`src/rtl/bitgrp_pkg.sv`:
```
package bitgrp_pkg;
  localparam int DATA_W = 8;
  localparam int SEL_W  = 3;

  localparam int FLG_C = 0;
  localparam int FLG_N = 1;
  localparam int FLG_P = 2;
  localparam int FLG_H = 4;
  localparam int FLG_Z = 6;
  localparam int FLG_S = 7;

  localparam logic [SEL_W-1:0] MEM_SEL = 3'd6;

  typedef enum logic [1:0] {
    GRP_ROT  = 2'd0,
    GRP_TEST = 2'd1,
    GRP_CLR  = 2'd2,
    GRP_SET  = 2'd3
  } grp_e;

  typedef enum logic [2:0] {
    ROT_LC  = 3'd0,
    ROT_RC  = 3'd1,
    ROT_LT  = 3'd2,
    ROT_RT  = 3'd3,
    SH_LA   = 3'd4,
    SH_RA   = 3'd5,
    SH_L1   = 3'd6,
    SH_RL   = 3'd7
  } rot_e;
endpackage

```
`src/rtl/bitgrp_rot.sv`:
```
module bitgrp_rot
  import bitgrp_pkg::*;
(
  input  rot_e              kind_i,
  input  logic [DATA_W-1:0] data_i,
  input  logic              carry_i,
  output logic [DATA_W-1:0] res_o,
  output logic              carry_o
);
  localparam int MSB = DATA_W - 1;

  logic left;
  logic fill;

  always_comb begin
    left = 1'b0;
    fill = 1'b0;
    unique case (kind_i)
      ROT_LC: begin left = 1'b1; fill = data_i[MSB]; end
      ROT_RC: begin left = 1'b0; fill = data_i[0];   end
      ROT_LT: begin left = 1'b1; fill = carry_i;     end
      ROT_RT: begin left = 1'b0; fill = carry_i;     end
      SH_LA:  begin left = 1'b1; fill = 1'b0;        end
      SH_RA:  begin left = 1'b0; fill = data_i[MSB]; end
      SH_L1:  begin left = 1'b1; fill = 1'b1;        end
      SH_RL:  begin left = 1'b0; fill = 1'b0;        end
      default: ;
    endcase
    if (left) begin
      res_o   = {data_i[MSB-1:0], fill};
      carry_o = data_i[MSB];
    end else begin
      res_o   = {fill, data_i[MSB:1]};
      carry_o = data_i[0];
    end
  end
endmodule

```
`src/rtl/bitgrp_bitop.sv`:
```
module bitgrp_bitop
  import bitgrp_pkg::*;
(
  input  grp_e              grp_i,
  input  logic [SEL_W-1:0]  idx_i,
  input  logic [DATA_W-1:0] data_i,
  output logic [DATA_W-1:0] res_o,
  output logic              bit_zero_o
);
  logic [DATA_W-1:0] mask;

  always_comb begin
    mask       = '0;
    mask[idx_i] = 1'b1;
    bit_zero_o = ~|(data_i & mask);
    unique case (grp_i)
      GRP_CLR: res_o = data_i & ~mask;
      GRP_SET: res_o = data_i | mask;
      default: res_o = data_i;
    endcase
  end
endmodule

```
`src/rtl/bitgrp_unit.sv`:
```
module bitgrp_unit
  import bitgrp_pkg::*;
#(
  parameter bit OUT_REG = 1'b1
) (
  input  logic              clk_i,
  input  logic              rst_ni,
  input  logic              valid_i,
  input  logic [7:0]        opcode_i,
  input  logic [DATA_W-1:0] operand_i,
  input  logic [7:0]        flags_i,
  input  logic              indexed_i,
  output logic              valid_o,
  output logic [DATA_W-1:0] result_o,
  output logic [7:0]        flags_o,
  output logic [SEL_W-1:0]  dest_reg_o,
  output logic              mem_we_o,
  output logic              reg_we_o
);
  grp_e             grp;
  logic [2:0]       field;
  logic [SEL_W-1:0] sel;

  assign grp   = grp_e'(opcode_i[7:6]);
  assign field = opcode_i[5:3];
  assign sel   = opcode_i[2:0];

  logic [DATA_W-1:0] rot_res, bit_res, res_d;
  logic              rot_c, bit_z;
  logic [7:0]        flg_d;
  logic              wr, mem_we_d, reg_we_d;

  bitgrp_rot u_rot (
    .kind_i  (rot_e'(field)),
    .data_i  (operand_i),
    .carry_i (flags_i[FLG_C]),
    .res_o   (rot_res),
    .carry_o (rot_c)
  );

  bitgrp_bitop u_bitop (
    .grp_i      (grp),
    .idx_i      (field),
    .data_i     (operand_i),
    .res_o      (bit_res),
    .bit_zero_o (bit_z)
  );

  always_comb begin
    flg_d = flags_i;
    unique case (grp)
      GRP_ROT: begin
        res_d        = rot_res;
        flg_d[FLG_S] = rot_res[DATA_W-1];
        flg_d[FLG_Z] = ~|rot_res;
        flg_d[FLG_H] = 1'b0;
        flg_d[FLG_P] = ~^rot_res;
        flg_d[FLG_N] = 1'b0;
        flg_d[FLG_C] = rot_c;
      end
      GRP_TEST: begin
        res_d        = operand_i;
        flg_d[FLG_Z] = bit_z;
        flg_d[FLG_H] = 1'b1;
        flg_d[FLG_N] = 1'b0;
      end
      default: res_d = bit_res;
    endcase
  end

  // indexed form: memory always written, named register also gets a copy
  assign wr       = valid_i && (grp != GRP_TEST);
  assign mem_we_d = wr && (indexed_i || sel == MEM_SEL);
  assign reg_we_d = wr && (sel != MEM_SEL);

  if (OUT_REG) begin : g_reg
    always_ff @(posedge clk_i or negedge rst_ni) begin
      if (!rst_ni) begin
        valid_o    <= 1'b0;
        mem_we_o   <= 1'b0;
        reg_we_o   <= 1'b0;
        result_o   <= '0;
        flags_o    <= '0;
        dest_reg_o <= '0;
      end else begin
        valid_o  <= valid_i;
        mem_we_o <= mem_we_d;
        reg_we_o <= reg_we_d;
        if (valid_i) begin
          result_o   <= res_d;
          flags_o    <= flg_d;
          dest_reg_o <= sel;
        end
      end
    end

    p_dest_r1: assert property (@(posedge clk_i) disable iff (!rst_ni)
      valid_i |=> (valid_o && dest_reg_o == $past(opcode_i[2:0])));
    p_test_nowr_r5: assert property (@(posedge clk_i) disable iff (!rst_ni)
      (valid_i && opcode_i[7:6] == 2'b01) |=> (!mem_we_o && !reg_we_o));
    p_test_keepc_r5: assert property (@(posedge clk_i) disable iff (!rst_ni)
      (valid_i && opcode_i[7:6] == 2'b01) |=> (flags_o[FLG_C] == $past(flags_i[FLG_C])));
    p_flag_keep_r6: assert property (@(posedge clk_i) disable iff (!rst_ni)
      (valid_i && opcode_i[7]) |=> (flags_o == $past(flags_i)));
    p_plain_excl_r7: assert property (@(posedge clk_i) disable iff (!rst_ni)
      (valid_i && !indexed_i) |=> !(mem_we_o && reg_we_o));
    p_idx_mem_r8: assert property (@(posedge clk_i) disable iff (!rst_ni)
      (valid_i && indexed_i && opcode_i[7:6] != 2'b01) |=> mem_we_o);
    p_idle_r10: assert property (@(posedge clk_i) disable iff (!rst_ni)
      !valid_i |=> (!valid_o && !mem_we_o && !reg_we_o));
  end else begin : g_comb
    assign valid_o    = valid_i;
    assign mem_we_o   = mem_we_d;
    assign reg_we_o   = reg_we_d;
    assign result_o   = res_d;
    assign flags_o    = flg_d;
    assign dest_reg_o = sel;
  end
endmodule

```
`config.mk`:
```
export PLATFORM = sky130hd
export DESIGN_NAME = bitgrp_unit
export DESIGN_NICKNAME = d
export VERILOG_FILES = /design/src/rtl/bitgrp_pkg.sv /design/src/rtl/bitgrp_rot.sv /design/src/rtl/bitgrp_bitop.sv /design/src/rtl/bitgrp_unit.sv
export SDC_FILE = /design/constraint.sdc
export NUM_CORES = 1
export LEC_CHECK = 0
export BUFFER_PORTS_ARGS = -buffer_cell sky130_fd_sc_hd__buf_2
export CORE_AREA = 2 2 52 64
export CTS_BUF_LIST = sky130_fd_sc_hd__clkbuf_8
export CTS_CLUSTER_SIZE = 40
export DETAILED_ROUTE_END_ITERATION = 10
export DIE_AREA = 0 0 54 66
export PLACE_DENSITY = 0.79
export SLEW_MARGIN = 0
export SYNTH_ARGS = -nofsm -noshare
export SYNTH_HDL_FRONTEND = slang
export SYNTH_SLANG_ARGS = --single-unit
```
`constraint.sdc`:
```
create_clock -name clk_i -period 1.4 [get_ports clk_i]
set_clock_uncertainty 0.15 [all_clocks]
set_input_delay 0.14 -clock clk_i [delete_from_list [all_inputs] [get_ports clk_i]]
set_output_delay 0.14 -clock clk_i [all_outputs]
set_load 0.01 [all_outputs]
```
[Word level (Yosys, flattened, before mapping)]
Index checks and enable logic that the tools add are counted.
Storage, ports and cells
  word-level logic and storage cells: 57
  output and inout port bits: 22
  bits in registers: 22
Cells by class
  order comparisons: 2
  mux-type cells: 14
  eq/ne operators: 13
  bitwise logic cells: 4
  reduce and logical (&&, ||, !) cells: 18
Operators by type and width (number)
  case mux 8 bit (2 select lines): 2
  bitwise AND 8 bit: 2
  OR reduction 8 bit: 2
  == test 3 bit, second input constant: 5
  two-way mux 8 bit: 1
  NOT 8 bit: 1
  OR 8 bit: 1
  OR reduction 2 bit: 4
  OR reduction 4 bit: 2
  XNOR reduction 8 bit: 1
  == test 3 x 2 -> 1 bit, second input constant: 2
  two-way mux 1 bit: 6
  case mux 1 bit (2 select lines): 3
  case mux 1 bit (5 select lines): 1
  == test 2 bit, second input constant: 2
  logical AND 1 bit: 4
  less-than comparator 3 x 4 -> 1 bit, second input constant: 1
  demux 1 bit (select 3 bit): 1
  == test 3 x 1 -> 1 bit, second input constant: 1
  greater-or-equal comparator 3 x 1 -> 1 bit, second input constant: 1
  zero test 3 bit: 1
  inequality test 3 bit, second input constant: 1
  == test 2 x 1 -> 1 bit, second input constant: 1
  zero test 1 bit: 2
  other kinds (3): 3

[Longest topological paths before layout]
Gate-level depths: netlist of run 1.
  depth after elaboration: 8
  gate-level depth with buffers: 9
  depth with buffers taken out: 8

[Hierarchy]
Synthesis of run 1 repeated with hierarchy kept, for this count alone.
Second synthesis, totals
  cell total of the unflattened synthesis: 156
  area, all modules: 1559.0 µm²
By module, submodules not included
  bitgrp_unit: area each 1167.4 µm², cells an instance 118, times used 1, sequential area each 550.5 µm²
  bitgrp_bitop: area each 251.5 µm², cells an instance 22, times used 1, sequential area each 0.0 µm²
  bitgrp_rot: area each 140.1 µm², cells an instance 16, times used 1, sequential area each 0.0 µm²

[Least setup slack after synthesis of run 1]
No wires, ideal clock.
  kind: input to register
  start point: input port opcode_i[3]
  end point: register flags_o[2]
  slack: -247 ps
  setup time: 82 ps
  cell stages on the path: 9
  arrival: 1415 ps
  buffers on the path: 1
  path through: buf_4 inv_1 o221ai_1 and2_1 ha_1 xnor2_1 xnor2_1 nand2_1 a31oi_1
On the way
  longest elaborated chain between the ends: 6
  elaborated cells between the ends (all ways): 18
  those cells by class: eq/ne: 7; mux: 4; reduce/logical: 7
Ends and longest elaborated chain
  start: declaration: RTL line bitgrp_unit.sv:9  | input logic [7:0] opcode_i,
  == test 3 bit, or another cell as far along: RTL line bitgrp_rot.sv:18  | unique case (kind_i)
  OR reduction 2 bit (no source line) or OR reduction 4 bit (tied branches)
  case mux 1 bit (5 select lines) or case mux 1 bit (2 select lines) (tied branches): RTL line bitgrp_rot.sv:18
  two-way mux 8 bit *: RTL line bitgrp_rot.sv:29  | if (left) begin
  XNOR reduction 8 bit *: RTL line bitgrp_unit.sv:57  | flg_d[FLG_P] = ~^rot_res;
  two-way mux 1 bit *: RTL line bitgrp_unit.sv:51  | unique case (grp)
  end signal: assignment: RTL line bitgrp_unit.sv:91  | flags_o <= flg_d;
  end: declaration: RTL line bitgrp_unit.sv:15  | output logic [7:0] flags_o,
Mark *: on every way between the ends. The rest lies on a longest branch, timed or not.
A chain may end at the register's enable or synchronous reset.

[Final worst setup path of run 1]
  start point: input port opcode_i[5]
  end point: register flags_o[2]
The elaborated chain is that of the path after synthesis.

==> results.md, run 1 <==
STA:
- The final number of max-transition violations is 0.
- Setup violations remaining at the end of the flow were counted as 1.
- Setup repair after global routing could not meet its margin everywhere.
- Dividing the final minimum period by the clock period gives 109%.
- The timing-limited maximum frequency is 0.654 GHz.
- Setup slack on the critical path of the routed design comes to -129 ps.
- The routed design could run at a clock period as short as 1530 ps.
- The hold violation total from the final report was 0.
- Summed over all failing endpoints, the final setup total negative slack is -129 ps.
- The worst slew margin relative to its limit is 66.9%.
- At the pin with the least slew margin, the transition time is 496 ps.

Worst setup path:
- The number of cells on the worst reg-to-reg path is 3.
- STA classifies the critical path startpoint as a primary input.
- The end of the critical path is flags_o[2]$_DFFE_PN0P_.
- The maximum fanout along the worst path is 7.
- The worst register-to-register path begins at result_o[7]$_DFFE_PN0P_.
- Data on the critical path arrives at its endpoint at 1560 ps.
- The worst setup path is of the primary input to flip-flop kind.
- STA puts the critical path data required time at 1430 ps.
- The type of element capturing the critical path is a flip-flop.
- The worst register-to-register path ends at result_o[7]$_DFFE_PN0P_.
- For flop-to-flop paths, the worst setup slack is 310 ps.
- Tracing the worst setup path back leads to its startpoint at opcode_i[5].

Place:
- The sum of net half-perimeters after detailed placement is 3330 um.
- The final RePlAce weighted congestion is 0.846.
- Before CTS, the worst setup slack after placement is -558 ps.
- The number of input and output port buffers inserted is 49.

Routing:
- After detailed routing, the number of vias per cell comes to 5.70.
- The first routing iteration left 50 violations.
- For this run, the detailed router's first-pass iteration total came to 4.
- The via count of the routed design is 1585.
- The final routed wire length divided by cell count is 17.1 um.
- The number of nets with antenna violations after routing is 0.
- The final wirelength is 4760 um.
- The residual DRC count is 0.

CTS:
- The largest buffer count on any clock path is 2.
- TritonCTS created 3 clock buffers.
- The later pin in the worst-skew pair is clocked with a latency of 260 ps.
- CTS built an H-tree with a depth of 1.
- The clock root buffer is sky130_fd_sc_hd__clkbuf_8.
- TritonCTS built the clock tree.
- For this design, the sink count on the clock tree is 22.
- The clock-pin slew reported for the worst setup and hold paths after clock tree synthesis is 80 ps.

Floorplan:
- The number of top-level design ports is 50.
- The height of the chip is 66 um.
- The die width is 54 um.
- Row generation in the floorplan step produced 22 rows.
- The initial core utilization is 49.2%.
- The die footprint is 0.00356 mm2.
- The core area is 0.00297 mm2.

Power and ir drop:
- IR analysis of the VDD net gives a maximum drop of 0.960 mV.
- The leakage power of the design is 1.10 nW.
- In this run the power density over the cells is 877 mW/mm2.

Run:
- Across the run, the number of max-cap violations was 0.

Yosys:
- The number of nets handed over by synthesis was 185.
- The leading area contributor after synthesis is sky130_fd_sc_hd__dfrtp_1.
- The cell count after synthesis came out at 153.
- Ranked by total cell area, the synthesized netlist is headed by sky130_fd_sc_hd__dfrtp_1 (38%), sky130_fd_sc_hd__mux2_2 (6.9%), sky130_fd_sc_hd__mux2i_1 (6.8%).
- The number of warning messages in the yosys log is 0.
- The proportion of netlist area held by the largest area contributor is 37.6%.
- Yosys mapped a number of flops with a built-in enable equal to 0.
- The predominant post-synthesis flop cell is sky130_fd_sc_hd__dfrtp_1.
- The synthesized area is 0.00146 mm2.
- The mean instance size in the synthesized netlist is 9.57 um2.
- The async set-or-reset flop fraction in the synthesized netlist is 100%.
- Summing the sequential cell areas from Yosys gives 37.6% of the chip area.
- The synthesized design contains 22 register bits.
- Counting distinct cell types in the post-synthesis netlist gives 42.

Finish:
- The net total in the final layout is 275.
- Of the cells placed in the final design, the portion with a size suffix greater than 1 is 52.1%.
- The area overhead of the layout relative to synthesis is 58.4%.
- Fill cells in the final layout number 194.
- The leading cell type in the layout, fill and taps excluded is sky130_fd_sc_hd__buf_2.
- The top cell types in the final layout, fill and taps aside, are sky130_fd_sc_hd__buf_2 (45), sky130_fd_sc_hd__buf_4 (39), sky130_fd_sc_hd__dfrtp_1 (22).
- 0 antenna diodes ended up in the layout.

Global routing:
- Entering global routing, the biggest net connects 23 pins.
- Global routing finished with a remaining overflow of 0.
- The global-route wire length before repair is 7480 um.
- The number of antenna violations at the first check in global routing is 0.
- The all-layer global routing usage is 28.9%.
- The number of global-route vias before repair is 1632.

Status:
- The run finished, with violations left.
- The final reports fail on setup timing.

Worst hold path:
- The tightest min-delay check is of the primary input to flip-flop type.
==> routing by layer <==
layer / track usage [%] / up-vias / part of all wire, %
li1: - / 732 / -
met2: 51.4 / 78 / 52
met3: 4.30 / 25 / 5.7
met1: 32.4 / 750 / 37
met5: 0 / - / 0
met4: 14.4 / 0 / 5.2
==> power by group <==
group	total (mW)	switching, mW	internal (mW)
clock network	0.591	0.209	0.382
registers	0.737	0.0351	0.702
logic	0.705	0.337	0.368
total	2.03	0.581	1.45
==> metrics by stage <==
stage	utilization, %	hold slack, ps	area, um2	std cells	power (mW)
finish	78.0	38.0	2320	278	2.03
global route	78.0	32.8	2320	278	2.12
CTS	75.8	20.5	2250	278	2.00
detailed placement	66.7	-28.4	1980	264	1.33
global placement	66.7	-30.6	1980	264	1.30
floorplan	-	-306	1470	153	1.05
==> sequential cells by signal, summed over array words and instances, names as in the netlist <==
register,count
dest_reg_o,3
flags_o,8
mem_we_o,1
reg_we_o,1
result_o,8
valid_o,1
==> synth_stat cells, types with 3 or more instances <==
cell and count:
sky130_fd_sc_hd__buf_2 6, sky130_fd_sc_hd__xnor2_1 3, sky130_fd_sc_hd__nor2_1 18, sky130_fd_sc_hd__mux2_2 9, sky130_fd_sc_hd__a21oi_1 9, sky130_fd_sc_hd__o221ai_1 4, sky130_fd_sc_hd__ha_1 4, sky130_fd_sc_hd__nand4_1 3
sky130_fd_sc_hd__mux2i_1 10, sky130_fd_sc_hd__dfrtp_1 22, sky130_fd_sc_hd__inv_1 6, sky130_fd_sc_hd__nand2_1 14, sky130_fd_sc_hd__o21ai_0 5
==> logic make-up after synthesis <==
family	synth area share, %
compound gates	16.8
xor+xnor	1.80
fa+ha+maj	3.42
buf+inv	6.67
flops	37.6
mux	16.3
simple gates	17.4
==> worst max-delay path, cell delays in order <==
cell and delay [ps]:
sky130_fd_sc_hd__buf_12 90, sky130_fd_sc_hd__and2b_1 180, sky130_fd_sc_hd__o221ai_2 180, sky130_fd_sc_hd__and2_4 180, sky130_fd_sc_hd__ha_4 200, sky130_fd_sc_hd__xnor2_2 130
sky130_fd_sc_hd__xnor2_1 140, sky130_fd_sc_hd__nand2_1 100, sky130_fd_sc_hd__a31oi_2 200
==> cell type report <==
type	instances	area, um2	area share (%)
clock buffer	3	41.3	1.78
clock inverter	1	30.0	1.30
inverter	6	22.5	0.971
multi-input combinational	113	958	41.3
sequential	22	551	23.7
tap	36	45.0	1.94
timing repair buffer	97	671	28.9
==> how the worst min path moves through the flow <==
| stage | startpoint | to | slack, ps | cells after the start |
|---|---|---|---|---|
| 2_1_floorplan | rst_ni | dest_reg_o[0]$_DFFE_PN0P_ | -310 | 0 |
| 3_3_place_gp | rst_ni | flags_o[4]$_DFFE_PN0P_ | -30 | 1 |
| 3_5_place_dp | rst_ni | mem_we_o$_DFF_PN0_ | -30 | 1 |
| 4_1_cts | flags_i[2] | flags_o[2]$_DFFE_PN0P_ | 20 | 3 |
| 5_1_grt | flags_i[2] | flags_o[2]$_DFFE_PN0P_ | 30 | 3 |
| 6_report | flags_i[2] | flags_o[2]$_DFFE_PN0P_ | 40 | 3 |
==> repair_timing <==
item / 4_1_cts / 5_1_grt
endpoints found under the hold margin: 30 / 0
pin swaps: 8 / 4
endpoints found under the setup margin: 2 / 4
gates resized for setup: 21 / 9
setup buffers: 1 / 0
hold buffers: 9 / 0
Note: power is estimated with default switching activity, not from simulation.
==> run 2: changes to the inputs <==
- MAX_ROUTING_LAYER: unset -> met4
- REMOVE_ABC_BUFFERS: unset -> 1
==> run 2 against run 1 <==
The run still ends with setup timing left. Via count rose by 6.6%. Global-route usage grew 1.6 points. Power decreased by 3.1%. Non-clock buffer count grew 3. Final cell count increased by 1.1%. Final area increased by 3.8%. Critical path depth unchanged. Combinational power up 9.8%. Critical endpoint unchanged.
==> results.md, run 2 (synthesized netlist as in run 1, its figures left out) <==
Finish:
- The number of antenna repair diodes was 0 (unchanged).
- Top library cells by usage in the layout, fill and taps aside: sky130_fd_sc_hd__buf_2 (46), sky130_fd_sc_hd__buf_4 (38), sky130_fd_sc_hd__dfrtp_1 (22) (was sky130_fd_sc_hd__buf_2 (45), sky130_fd_sc_hd__buf_4 (39), sky130_fd_sc_hd__dfrtp_1 (22)).
- The leading cell type in the layout, fill and taps excluded is sky130_fd_sc_hd__buf_2 (unchanged).
- Biggest registers after layout: flags_o: 8 flops, result_o: 8 flops, dest_reg_o: 3 flops (unchanged).
- The count of fill cells added during filler insertion is 170 (was 194).
- The share of cells above drive strength 1 is 53.1% (was 52.1%).
- The net total in the final layout is 278 (was 275).
- The area overhead of the layout relative to synthesis is 64.4% (was 58.4%).

Floorplan:
- The core area is 0.00297 mm2 (unchanged).
- The height of the chip is 66 um (unchanged).
- The die footprint is 0.00356 mm2 (unchanged).
- The initial core utilization is 49.2% (unchanged).
- The total number of placement rows came to 22 (unchanged).
- The die width is 54 um (unchanged).
- The number of top-level design ports is 50 (unchanged).

STA:
- The number of setup violations in the final report came to 2 (was 1).
- The final cycle utilization of the critical path is 116% (was 109%).
- The hold violation total from the final report is 0 (unchanged).
- The measured slew at the worst slew-check pin is 503 ps (was 496 ps).
- The worst slew margin relative to its limit is 66.5% (was 66.9%).
- The final worst setup slack is -231 ps (was -129 ps).
- The final hold slack is 25.5 ps (was 38.0 ps).
- Unrepaired setup endpoints after global routing: yes (unchanged).
- The timing-limited maximum frequency came to 0.613 GHz (was 0.654 GHz).
- The final number of max-transition violations came to 0 (unchanged).
- The minimum clock period is 1630 ps (was 1530 ps).

Worst setup path:
- The worst setup slack for register-to-register paths is 320 ps (was 310 ps).
- The worst reg-to-reg path cell count is 2 (was 3).
- The type of origin of the critical path is a primary input (unchanged).
- The library cell contributing the largest single delay on the critical path is sky130_fd_sc_hd__a31oi_1 (was sky130_fd_sc_hd__ha_4).
- The delay of the slowest cell on the worst path was 230 ps (was 200 ps).
- Cells traversed along the worst timing path: buf_2, nand2b_4, o221ai_2, and2_4, ha_4, xnor2_2, xnor2_1, nand2_1, a31oi_1 (was buf_12, and2b_1, o221ai_2, and2_4, ha_4, xnor2_2, xnor2_1, nand2_1, a31oi_2).
- The type of element capturing the critical path is a flip-flop (unchanged).
- The maximum fanout along the worst path is 7 (unchanged).
- The critical path start-end classification is primary input to flip-flop (unchanged).
- The worst flop-to-flop path endpoint is result_o[7]$_DFFE_PN0P_ (unchanged).
- The arrival time of the worst setup path is 1650 ps (was 1560 ps).
- The worst endpoint required time was 1420 ps (was 1430 ps).
- The startpoint of the lowest-slack register-to-register path is result_o[7]$_DFFE_PN0P_ (unchanged).

Routing:
- The final routed wire length divided by cell count is 20.0 um (was 17.1 um).
- The via count of the routed design is 1690 (was 1585).
- The number of vias per cell after detailed routing is 6.01 (was 5.70).
- The number of nets with antenna violations after routing is 0 (unchanged).
- The final wirelength was 5610 um (was 4760 um).
- The detailed-router iteration count before antenna repair is 4 (unchanged).
- The residual DRC count is 0 (unchanged).
- The detailed router's first-iteration violation count came to 86 (was 50).

Global routing:
- The number of global-route vias before repair is 1662 (was 1632).
- The all-layer global routing usage came to 30.6% (was 28.9%).
- The global-route wire length before repair is 7770 um (was 7480 um).
- The number of antenna violations at the first check in global routing is 0 (unchanged).
- The final global-route overflow total is 0 (unchanged).
- The largest net degree at the start of global routing was 23 (unchanged).

Worst hold path:
- The launch instance of the worst min-delay path is flags_i[4] (was flags_i[2]).
- The cell count of the worst hold path is 3 (unchanged).
- The end point of the most critical hold path is flags_o[4]$_DFFE_PN0P_ (was flags_o[2]$_DFFE_PN0P_).
- The class of the most critical hold timing path was primary input to flip-flop (unchanged).

CTS:
- The largest buffer count on any clock path was 2 (unchanged).
- The H-tree depth came to 1 (unchanged).
- The number of clock sinks is 22 (unchanged).
- The clock insertion delay at the later pin of the skew report is 260 ps (about the same).
- The TritonCTS clock tree is done (unchanged).
- The clock root buffer is sky130_fd_sc_hd__clkbuf_8 (unchanged).
- The total CTS buffers is 3 (unchanged).
- The clock-pin slew reported for the worst setup and hold paths after clock tree synthesis is 70 ps (was 80 ps).

Power and ir drop:
- The peak ir drop on the vdd network is 0.681 mV (was 0.960 mV).
- The leakage power of the design is 1.11 nW (was 1.10 nW).
- The power density over the cells is 818 mW/mm2 (was 877 mW/mm2).

Place:
- The sum of net half-perimeters after detailed placement is 3220 um (was 3330 um).
- The pre-CTS worst setup slack is -477 ps (was -558 ps).
- The number of input and output port buffers inserted came to 49 (unchanged).
- The final RePlAce weighted congestion is 0.891 (was 0.846).

Run:
- The count of maximum capacitance violations is 0 (unchanged).

Status:
- Violations in the final reports: setup timing (unchanged).
- Run status: finished, violations left (unchanged).
## run 2: cell count changes in the layout (fill, tap and decap cells not counted), moves of 2 or more
cell                       before  now
sky130_fd_sc_hd__ha_1           2    0
sky130_fd_sc_hd__mux2i_4        1    7
sky130_fd_sc_hd__a221oi_1       0    2
sky130_fd_sc_hd__mux2i_1        6    3
sky130_fd_sc_hd__ha_4           2    4
sky130_fd_sc_hd__mux2i_2        3    0
## run 2: worst max-delay path by stage
stage / slack [ps] / cells after the start / to / start
after global placement: -410 / 9 / flags_o[2]$_DFFE_PN0P_ / opcode_i[5]
after CTS: -120 / 9 / flags_o[2]$_DFFE_PN0P_ / opcode_i[5]
after floorplan: -200 / 8 / flags_o[2]$_DFFE_PN0P_ / opcode_i[5]
after global routing: -300 / 9 / flags_o[2]$_DFFE_PN0P_ / opcode_i[4]
after detailed placement: -480 / 9 / flags_o[2]$_DFFE_PN0P_ / opcode_i[3]
final: -230 / 9 / flags_o[2]$_DFFE_PN0P_ / opcode_i[4]
## run 2: critical path: cells and delay by family
family	cells	cell delay, ps
buffers and inverters	1	200
AO/OA/AOI/OAI	2	440
AND/OR/NAND/NOR	3	390
XOR/XNOR	2	280
adder cells (fa/ha/maj)	1	200
## run 2: area by class of cell
class	count	area, um2	share of cell area (%)
clock buffers	4	55.1	2.29
inverters	6	22.5	0.936
multi-input cells	113	1020	42.4
flip-flops and latches	22	551	22.9
well taps	36	45.0	1.87
repair buffers	100	714	29.7
## run 2: timing repair
item                       CTS  global route
gates cloned                 0             1
buffers inserted             1             4
pin swaps                    7             6
setup endpoints to repair    2             4
resized for setup           16            21
hold endpoints to repair    32             0
hold buffers                10             0
## run 2: power breakdown
part | total (mW) | switching (mW) | internal (mW) | leakage [nW]
combinational | 0.774 | 0.371 | 0.402 | 0.828
clock | 0.456 | 0.205 | 0.251 | 0.0288
sequential | 0.740 | 0.0376 | 0.703 | 0.255
total | 1.97 | 0.614 | 1.36 | 1.11
## run 2: per-layer routing
metal / wire length [um] / global-route usage, % / vias to the layer above
li1: - / - / 739
met1: 2050 / 35.9 / 798
met2: 2810 / 50.0 / 117
met3: 401 / 4.52 / 36
met5: 0 / - / -
met4: 341 / 15.3 / 0
## run 2: per-stage QoR
stage | utilization, % | cell area [um2] | instances | setup TNS [ps] | power (mW)
2_1_floorplan | - | 1390 | 141 | -201 | 1.00
3_3_place_gp | 65.7 | 1950 | 261 | -1270 | 1.30
3_5_place_dp | 65.7 | 1950 | 261 | -1610 | 1.31
4_1_cts | 74.1 | 2200 | 276 | -117 | 1.83
5_1_grt | 81.0 | 2410 | 281 | -450 | 2.07
6_report | 81.0 | 2410 | 281 | -244 | 1.97
==> run 3: changes to the inputs <==
- ABC_AREA: unset -> 1
- PLACE_DENSITY: 0.79 -> 0.78
==> run 3 against run 2 <==
The flow still finishes with violations (setup timing). Sequential share of layout area grew 2.2 points. Non-clock buffer count shrank 6. Worst hold slack lost 23 ps. Critical path depth grew 5. Register-to-register slack gained 280 ps. Die area is the same.
==> results.md, run 3 <==
Floorplan:
- The initial core utilization was 48.3% (was 49.2%).
- The die width is 54 um (unchanged).
- The number of top-level design ports was 50 (unchanged).
- The height of the chip came to 66 um (unchanged).
- The die footprint came to 0.00356 mm2 (unchanged).
- The core area is 0.00297 mm2 (unchanged).
- The total number of placement rows was 22 (unchanged).

Power and ir drop:
- The combinational share of power is 31.4% (was 39.3%).
- The leakage power of the design is 1.14 nW (was 1.11 nW).
- The switching component of the power is 576 uW (was 614 uW).
- The sequential fraction of design power was 37.5% (was 37.6%).
- The power density over the cells was 886 mW/mm2 (was 818 mW/mm2).
- The share of power burned in the clock network is 31.1% (was 23.1%).
- The switching part of the total is 29.6% (was 31.2%).
- The peak ir drop on the vdd network came to 0.639 mV (was 0.681 mV).
- The internal power contribution was 1.37 mW (was 1.36 mW).

Yosys:
- The most numerous cell in the Yosys netlist is sky130_fd_sc_hd__nand2_1 (was sky130_fd_sc_hd__dfrtp_1).
- The synthesized area is 0.00144 mm2 (was 0.00146 mm2).
- Top cells by area in the synthesized netlist: sky130_fd_sc_hd__dfrtp_1 (38%), sky130_fd_sc_hd__nand2_1 (11%), sky130_fd_sc_hd__a21oi_1 (8.0%) (was sky130_fd_sc_hd__dfrtp_1 (38%), sky130_fd_sc_hd__mux2_2 (6.9%), sky130_fd_sc_hd__mux2i_1 (6.8%)).
- The count of flip-flops with a built-in enable after synthesis is 0 (unchanged).
- Cell types with the highest counts after synthesis: sky130_fd_sc_hd__nand2_1 (42), sky130_fd_sc_hd__nor2_1 (24), sky130_fd_sc_hd__a21oi_1 (23), sky130_fd_sc_hd__dfrtp_1 (22), sky130_fd_sc_hd__inv_1 (19) (was sky130_fd_sc_hd__dfrtp_1 (22), sky130_fd_sc_hd__nor2_1 (18), sky130_fd_sc_hd__nand2_1 (14), sky130_fd_sc_hd__mux2i_1 (10)).
- The portion of netlist area occupied by mux cells was 0% (was 16.3%).
- The flip-flop and latch count after synthesis is 22 (unchanged).
- The leading area contributor after synthesis is sky130_fd_sc_hd__dfrtp_1 (unchanged).
- The share of synthesized cell area in full adder, half adder and majority cells is 3.49% (was 3.42%).
- The share of the synthesized area in compound gates (AO/OA/AOI/OAI) is 20.1% (was 16.8%).
- The predominant post-synthesis flop cell was sky130_fd_sc_hd__dfrtp_1 (unchanged).
- The async set-or-reset flop fraction in the synthesized netlist is 100% (unchanged).
- The proportion of netlist area held by the largest area contributor is 38.4% (was 37.6%).
- The sequential share of the synthesized area is 38.4% (was 37.6%).
- The unique cell type count in the Yosys netlist was 25 (was 42).
- The number of cells produced by synthesis is 200 (was 153).
- The mean instance size in the synthesized netlist is 7.18 um2 (was 9.57 um2).
- The parity-gate share of the synthesized area counting xor and xnor cells is 1.22% (was 1.79%).
- The number of warning messages in the yosys log came to 0 (unchanged).
- The dominant combinational cell family by area after synthesis is simple AND/OR/NAND/NOR gates (unchanged).
- The share of synthesized cell area in and, or, nand and nor gates is 27.5% (was 17.4%).

Routing:
- The detailed-router iteration count before antenna repair is 4 (unchanged).
- The number of vias per cell after detailed routing is 5.17 (was 6.01).
- The final wirelength is 4360 um (was 5610 um).
- The detailed router's first-iteration violation count is 45 (was 86).
- The number of nets with antenna violations after routing is 0 (unchanged).
- The residual DRC count is 0 (unchanged).
- The via count of the routed design is 1690 (unchanged).
- The final routed wire length divided by cell count was 13.3 um (was 20.0 um).

Global routing:
- The number of global-route vias before repair is 1597 (was 1662).
- The number of antenna violations at the first check in global routing came to 0 (unchanged).
- The final global-route overflow total is 0 (unchanged).
- The global-route wire length before repair is 6900 um (was 7770 um).
- The largest net degree at the start of global routing came to 23 (unchanged).
- The all-layer global routing usage is 26.9% (was 30.6%).

Worst setup path:
- The worst setup slack for register-to-register paths is 600 ps (was 320 ps).
- The arrival time of the worst setup path is 1470 ps (was 1650 ps).
- The gate family responsible for the most delay along the worst path is simple AND/OR/NAND/NOR gates (was compound AO/OA/AOI/OAI gates).
- The startpoint of the lowest-slack register-to-register path is result_o[0]$_DFFE_PN0P_ (was result_o[7]$_DFFE_PN0P_).
- Cells traversed along the worst timing path: buf_8, nor2_4, nand2_2, nand2_1, nand2_1, nand3_2, nand2_1, nand2_2, inv_2, ha_4, xor2_2, a21oi_1, o21ai_1, a21oi_1 (was buf_2, nand2b_4, o221ai_2, and2_4, ha_4, xnor2_2, xnor2_1, nand2_1, a31oi_1).
- The delay of the slowest cell on the worst path is 260 ps (was 230 ps).
- The type of origin of the critical path is a primary input (unchanged).
- The maximum fanout along the worst path is 4 (was 7).
- The type of element capturing the critical path is a flip-flop (unchanged).
- The critical path start-end classification is primary input to flip-flop (unchanged).
- The worst endpoint required time is 1410 ps (was 1420 ps).
- The buffering stage count on the worst path with inverters included is 2 (was 1).
- The launching instance or port of the critical path is opcode_i[4] (unchanged).
- The worst reg-to-reg path cell count is 2 (unchanged).
- The library cell contributing the largest single delay on the critical path is sky130_fd_sc_hd__ha_4 (was sky130_fd_sc_hd__a31oi_1).
- The worst flop-to-flop path endpoint is result_o[0]$_DFFE_PN0P_ (was result_o[7]$_DFFE_PN0P_).
- By instance count, the cell type seen most on the critical path is sky130_fd_sc_hd__nand2_1.

Place:
- The final RePlAce weighted congestion is 0.963 (was 0.891).
- The total placed cells including tap cells is 309 (was 261).
- The sum of net half-perimeters after detailed placement is 3200 um (was 3220 um).
- The pre-CTS worst setup slack is -476 ps (was -477 ps).
- The number of input and output port buffers inserted is 49 (unchanged).

CTS:
- The H-tree depth is 1 (unchanged).
- The clock insertion delay at the later pin of the skew report is 270 ps (was 260 ps).
- The number of clock sinks is 22 (unchanged).
- The largest buffer count on any clock path is 2 (unchanged).
- The TritonCTS clock tree is done (unchanged).
- The clock-pin slew reported for the worst setup and hold paths after clock tree synthesis came to 90 ps (was 70 ps).
- The total CTS buffers is 3 (unchanged).
- The clock root buffer is sky130_fd_sc_hd__clkbuf_8 (unchanged).

Finish:
- The net total in the final layout is 324 (was 278).
- The share of cells above drive strength 1 is 39.5% (was 53.1%).
- The final cell utilization of the core is 73.9% (was 81.0%).
- Top library cells by usage in the layout, fill and taps aside: sky130_fd_sc_hd__buf_2 (46), sky130_fd_sc_hd__nand2_1 (42), sky130_fd_sc_hd__buf_4 (35) (was sky130_fd_sc_hd__buf_2 (46), sky130_fd_sc_hd__buf_4 (38), sky130_fd_sc_hd__dfrtp_1 (22)).
- Biggest registers after layout: flags_o: 8 flops, result_o: 8 flops, dest_reg_o: 3 flops (unchanged).
- The number of standard cells in the layout, taps in and fillers out is 327 (was 281).
- The leading cell type in the layout, fill and taps excluded was sky130_fd_sc_hd__buf_2 (unchanged).
- The area overhead of the layout relative to synthesis is 53.2% (was 64.4%).
- The number of antenna repair diodes came to 0 (unchanged).

STA:
- The final hold slack is 1.99 ps (was 25.5 ps).
- The timing-limited maximum frequency came to 0.686 GHz (was 0.613 GHz).
- The measured slew at the worst slew-check pin was 490 ps (was 503 ps).
- The minimum clock period was 1460 ps (was 1630 ps).
- The number of setup violations in the final report is 1 (was 2).
- The total negative setup slack came to -57.8 ps (was -244 ps).
- The final cycle utilization of the critical path is 104% (was 116%).
- The worst slew margin relative to its limit is 67.3% (was 66.5%).
- Unrepaired setup endpoints after global routing: yes (unchanged).
- The final number of max-transition violations was 0 (unchanged).
- The hold violation total from the final report was 0 (unchanged).
- The final worst setup slack is -57.8 ps (was -231 ps).

Worst hold path:
- The launch instance of the worst min-delay path is opcode_i[0] (was flags_i[4]).
- The class of the most critical hold timing path is primary input to flip-flop (unchanged).
- The end point of the most critical hold path is reg_we_o$_DFF_PN0_ (was flags_o[4]$_DFFE_PN0P_).
- The cell count of the worst hold path is 3 (unchanged).

Status:
- Violations in the final reports: setup timing (unchanged).
- Run status: finished, violations left (unchanged).

Run:
- The count of maximum capacitance violations was 0 (unchanged).
## run 3: what timing repair did
item                       CTS  global route
hold buffers                 9             0
setup endpoints to repair    1             1
hold endpoints to repair    31             0
buffers inserted             2             3
pin swaps                   10            11
resized for setup           18             3
## run 3: layer usage
| metal | up-vias | share of wire, % | global-route usage [%] |
|---|---|---|---|
| li1 | 840 | - | - |
| met1 | 784 | 43 | 31.3 |
| met2 | 57 | 50 | 49.1 |
| met3 | 9 | 5.0 | 1.58 |
| met4 | 0 | 2.0 | 6.88 |
| met5 | - | 0 | - |
## run 3: final cells by class
cell class,instances,area [um2]
flip-flops and latches,22,551
well taps,36,45.0
clock inverters,1,30.0
multi-input cells,147,803
fillers,252,774
repair buffers,94,636
inverters,24,92.6
clock buffers,3,41.3
## run 3: cells by family after synthesis
group / after synthesis
and+or+nand+nor: 88
AOI/OAI and AO/OA: 53
buffers and inverters: 31
DFF: 22
adders and majority gates: 4
xor gates and xnor gates: 2
## run 3: tightest hold or removal path, delay by kind of cell
family | cells | cell delay [ps]
AOI/OAI and AO/OA | 1 | 80
buffers and inverters | 2 | 170
## run 3: power groups by stage
stage	Combinational, mW	Clock [mW]	Sequential (mW)
after floorplan	0.214	0	0.777
after global placement	0.517	0	0.740
after detailed placement	0.525	0	0.741
after CTS	0.586	0.608	0.729
after global routing	0.681	0.634	0.738
final	0.612	0.606	0.730
## run 3: worst max path at each step
stage	to	slack, ps	depth (start not counted)
after floorplan	flags_o[2]$_DFFE_PN0P_	-220	13
after global placement	flags_o[2]$_DFFE_PN0P_	-450	14
after detailed placement	flags_o[2]$_DFFE_PN0P_	-480	14
after CTS	flags_o[2]$_DFFE_PN0P_	-80	14
after global routing	flags_o[2]$_DFFE_PN0P_	-210	14
final	flags_o[2]$_DFFE_PN0P_	-60	14
## run 3: through the flow
stage,area [um2],total power [mW]
CTS,2160,1.92
floorplan,1390,0.990
finish,2200,1.95
global route,2200,2.05
global placement,1910,1.26
detailed placement,1910,1.27
